$ cat config.mk
export PLATFORM = sky130hd
export DESIGN_NAME = trs_preamble_det
export DESIGN_NICKNAME = d
export VERILOG_FILES = /design/src/rtl/trs_pkg.sv /design/src/rtl/trs_preamble_det.sv
export SDC_FILE = /design/constraint.sdc
export NUM_CORES = 1
export LEC_CHECK = 0
export BUFFER_PORTS_ARGS = -buffer_cell sky130_fd_sc_hd__buf_2
export CORE_AREA = 2 2 39 41
export DETAILED_ROUTE_END_ITERATION = 16
export DIE_AREA = 0 0 41 43
export GPL_ROUTABILITY_DRIVEN = 1
export HOLD_SLACK_MARGIN = 0.02
export MAX_ROUTING_LAYER = met4
export PLACE_DENSITY = 0.51
export SETUP_SLACK_MARGIN = 0.02
export SYNTH_ARGS = -nofsm -noshare
export SYNTH_HDL_FRONTEND = slang
export SYNTH_SLANG_ARGS = --single-unit
$ cat constraint.sdc
create_clock -name clk -period 1.24 [get_ports clk]
set_clock_uncertainty 0.05 [all_clocks]
set_input_delay 0.062 -clock clk [delete_from_list [all_inputs] [get_ports clk]]
set_output_delay 0.062 -clock clk [all_outputs]
set_load 0.05 [all_outputs]
$ cat src/rtl/trs_pkg.sv
package trs_pkg;

    localparam int TRS_W    = 10;
    localparam int TAG_LSB  = 2;   // bits below this are ignored in the preamble
    localparam int BIT_ONE  = 9;
    localparam int BIT_F    = 8;
    localparam int BIT_V    = 7;
    localparam int BIT_H    = 6;
    localparam int PROT_MSB = 5;
    localparam int PROT_W   = 4;
    localparam int PROT_LSB = PROT_MSB - PROT_W + 1;

    localparam int KIND_SAV = 0;
    localparam int KIND_EAV = 1;
    localparam int N_KIND   = 2;

    typedef logic [TRS_W-1:0] word_t;

    typedef enum logic [1:0] {
        PS_IDLE,
        PS_ONES,
        PS_ZERO1,
        PS_ZERO2
    } pre_state_e;

    typedef struct packed {
        logic f;
        logic v;
        logic h;
    } fvh_t;

    typedef struct packed {
        logic hit;
        logic is_eav;
        logic prot_bad;
    } xyz_evt_t;

    function automatic logic is_ones(input word_t w);
        return &w[TRS_W-1:TAG_LSB];
    endfunction

    function automatic logic is_zeros(input word_t w);
        return ~|w[TRS_W-1:TAG_LSB];
    endfunction

    function automatic fvh_t get_fvh(input word_t w);
        fvh_t r;
        r.f = w[BIT_F];
        r.v = w[BIT_V];
        r.h = w[BIT_H];
        return r;
    endfunction

    function automatic logic [PROT_W-1:0] prot_of(input fvh_t x);
        return {x.v ^ x.h, x.f ^ x.h, x.f ^ x.v, x.f ^ x.v ^ x.h};
    endfunction

    function automatic logic xyz_bad(input word_t w);
        return !w[BIT_ONE] || (w[PROT_MSB:PROT_LSB] != prot_of(get_fvh(w)));
    endfunction

endpackage

$ cat src/rtl/trs_preamble_det.sv
module trs_preamble_det
    import trs_pkg::*;
(
    input  logic     clk,
    input  logic     rst,
    input  logic     chan_vld,
    input  word_t    word_in,
    output xyz_evt_t evt
);

    pre_state_e state_q, state_d;
    logic       w_ones, w_zero;
    logic       unused_low;

    assign unused_low = ^word_in[TAG_LSB-1:0];

    always_comb begin
        w_ones  = is_ones(word_in);
        w_zero  = is_zeros(word_in);
        state_d = state_q;
        if (chan_vld) begin
            if (state_q == PS_ZERO2) begin
                state_d = w_ones ? PS_ONES : PS_IDLE;
            end else if (w_ones) begin
                state_d = PS_ONES;
            end else if (w_zero && state_q == PS_ONES) begin
                state_d = PS_ZERO1;
            end else if (w_zero && state_q == PS_ZERO1) begin
                state_d = PS_ZERO2;
            end else begin
                state_d = PS_IDLE;
            end
        end
    end

    always_ff @(posedge clk) begin
        if (rst) begin
            state_q <= PS_IDLE;
        end else begin
            state_q <= state_d;
        end
    end

    always_comb begin
        evt.hit      = chan_vld && (state_q == PS_ZERO2);
        evt.is_eav   = get_fvh(word_in).h;
        evt.prot_bad = xyz_bad(word_in);
    end

endmodule

### Word-level counts from Yosys, hierarchy flattened

Index checks and enable logic that the tools add are counted.

* register bits: 2
* input port bits: 13
* output and inout bits: 3

* equal/unequal tests: 4
* multiplexer cells: 5
* bitwise operators: 4
* reduce and logical (&&, ||, !) cells: 8

Operators by type and width (number)
* two-way mux 2 bit: 4
* AND reduction 8 bit: 1
* OR reduction 8 bit: 1
* equality test 2 bit, second input constant: 2
* inequality test 4 bit: 1
* bitwise XOR 1 bit: 4
* logical AND 1 bit: 3
* equality test 2 x 1 -> 1 bit, second input constant: 1
* logical NOT 1 bit: 2
* logical OR 1 bit: 1
* two-way mux 1 bit: 1

### Longest topological paths before layout

* depth after elaboration: 7
* depth in mapped cells: 5
* gate-level depth less buffers: 5

### Least setup slack after synthesis

No wires, ideal clock.

* path kind: input to output
* start: input word_in[6]
* end: output evt[0] (netlist name)
* arrival: 1137 ps
* slack: -9 ps
* cell stages on the path: 3
* path through: xnor2_1 nor2_1 o2111ai_1

RTL lines
* start, declared: RTL line trs_preamble_det.sv:7 `input word_t word_in,`
* end, declared: RTL line trs_preamble_det.sv:8 `output xyz_evt_t evt`

==> results_dict.tcl <==
set metrics [dict create \
    rsz0062_at_grt "false" \
    start_util 0.189 \
    core_um2 1380 \
    ys_types 22 \
    synth_nets 44 \
    clk_pin_slew_ps 30 \
    setup_viol 0 \
    ys_warn_count 0 \
    top_regs "state_q (2)" \
    ys_ff_latch 2 \
    top_usage_layer "met2" \
    cts_root_buffer "clkbuf_4" \
    hp-start "chan_vld" \
    ant_nets 0 \
    clock_path_buffers 2 \
    grt_usage 0.0819 \
    critPathLaunch "word_in[6]" \
    period_needed_ps 1160 \
    power_density_nw_per_um2 801 \
    grt_max_degree 6 \
    avgSynthCellArea_um2 9.02 \
    htreeDepth 1 \
    area_growth_pct 48.3 \
    fmax_ghz 0.865 \
    vdd_drop_max_v 0.000180 \
    vias_per_cell 4.46 \
    dp_hpwl_um 467 \
    drive_gt1_frac 0.467 \
    critPathMaxFanout 5 \
    std_cell_rows 14 \
    cts-buffers-inserted 3 \
    critical_path_buf_inv_count 3 \
    slowest_stage "ha_1" \
    grt-ovfl-total 0 \
    grt_pass1_wl_um 924 \
    n_antenna_cell 0 \
    top_register "state_q" \
    met3_usage 0.0157 \
    grt_pass1_vias 250 \
    yosysTopAreaCell "dfxtp_1" \
    dieWidth_um 41 \
    finalHoldViolCount 0 \
    netlist_area_um2 262 \
    drt-initial-drc-count 5 \
    max-slew-margin-rel 0.840 \
    met2_usage 0.106 \
    worst_pin_slew_ps 238 \
    cp.arrival_ps 1040 \
    cts.sinks 2 \
    slew_viol_final 0 \
    largest_reg_flops 2 \
    clkLatencyLatePin_ps 230 \
    drv_cap 0 \
    fin_tns_setup_ps 0 \
    leakagePower_nw 0.184 \
    worstSetupPathType "input port to output pin" \
    layout_worst_path_cycle_share 0.932 \
    r2r_start "state_q[0]" \
    hold_class "input port to flop" \
    drt-total-wl_um 580 \
    drcViolationCount 0 \
    whs_ps 41.2 \
    place_area_um2 345 \
    dieArea_um2 1760 \
    crit_required_ps 1130 \
    path_cells "buf_2 -> inv_1 -> ha_1 -> xnor2_2 -> o2111ai_2 -> buf_4" \
    antenna_found_initial 0 \
    status "complete, no violations" \
    syn_inst 29 \
    dr_total_vias 272 \
    port_buffers 13 \
    gp_congestion 0.657 \
    wl_per_cell_um 9.51 \
    cts_setup_buffers 0 \
    slowest_delay_ps 320 \
    die_y_um 43 \
    synth.area.top_cells "dfxtp_1 15%, xnor2_1 10%, ha_1 9.6%" \
    fin_nets 62 \
    end_kind "output pin" \
    io_pins 16 \
    use_met1 0.0981 \
    cp_top_family "buffers and inverters" \
    cp-start-kind "input port" \
    synth.top_cell.area_share 0.153 \
    final_area_um2 388 \
    synth_seq_area_share 0.153 \
    firstDrtPassIters 4 \
    tritoncts "built" \
]
==> repair_timing <==
item / in CTS / in global routing
hold endpoints to repair: 2 / 0
hold buffers: 1 / 0
resized for setup: 0 / 3
endpoints found under the setup margin: 0 / 1
==> layout make-up <==
class	count	area, um2
timing repair buffer	14	77.6
tap	16	20.0
fill	155	996
inverter	3	11.3
clock buffer	3	22.5
multi-input combinational	23	216
sequential	2	40.0
==> cell usage in the layout, fill, tap and decap left out, types with 2 or more instances in the layout <==
master | netlist | routed
buf_2 | 0 | 12
inv_1 | 3 | 3
clkbuf_4 | 0 | 3
xnor2_1 | 3 | 2
nor2_1 | 2 | 2
ha_1 | 2 | 2
dfxtp_1 | 2 | 2
==> path summary, 6_finish.rpt <==
path	end	slack, ps	depth (start not counted)
worst max-delay path	evt[0]	80	6
worst min-delay path	state_q[0]	40	2
worst max register to register	state_q[0]	320	2
worst min register to register	state_q[1]	460	2
==> routing by layer <==
layer  vias up  wire [um]
li1        140          -
met1       118        247
met2        12        260
met3         2         56
met4         0         16
met5         -          0
==> through the flow <==
stage / instances / util / power (mW) / worst slack [ps]
6_report: 61 / 0.280 / 0.311 / 84.4
5_1_grt: 61 / 0.280 / 0.334 / 22.2
4_1_cts: 61 / 0.273 / 0.312 / 44.2
3_5_place_dp: 57 / 0.250 / 0.157 / 47.7
3_3_place_gp: 57 / 0.250 / 0.158 / 42.2
2_1_floorplan: 29 / - / 0.121 / 211
==> worst register-to-register path, stage by stage, from the launching register on <==
cell      delay, ps
dfxtp_1         320
nand4b_1        210
a311oi_2        250
==> synthesized netlist by cell type <==
library cell,n
a311oi_2,1
and3b_1,1
xor2_1,1
o211a_1,1
ha_1,2
nor2_1,2
nor3_1,1
dfxtp_1,2
xnor2_1,3
nand4b_1,1
buf_4,1
nor4b_4,1
nand3_1,1
and4_2,1
nand2b_1,1
and3_1,1
inv_1,3
o2111ai_1,1
a31oi_1,1
o21ai_0,1
mux2i_1,1
nand4_1,1
==> logic make-up after synthesis <==
family                   after synthesis  synth area share
buffers and inverters                  4            0.0718
AND/OR/NAND/NOR                       11             0.335
AO/OA/AOI/OAI                          5             0.172
adder cells (fa/ha/maj)                2            0.0957
flip-flops                             2             0.153
multiplexers                           1            0.0383
XOR/XNOR                               4             0.134
==> where the power goes <==
part | internal (mW) | leakage, nW | switching [mW]
logic | 0.0446 | 0.154 | 0.0518
clock network | 0.107 | 0.0138 | 0.0395
registers | 0.0665 | 0.0163 | 0.00147
total | 0.218 | 0.184 | 0.0927
Note: power is estimated with default switching activity, not from simulation.
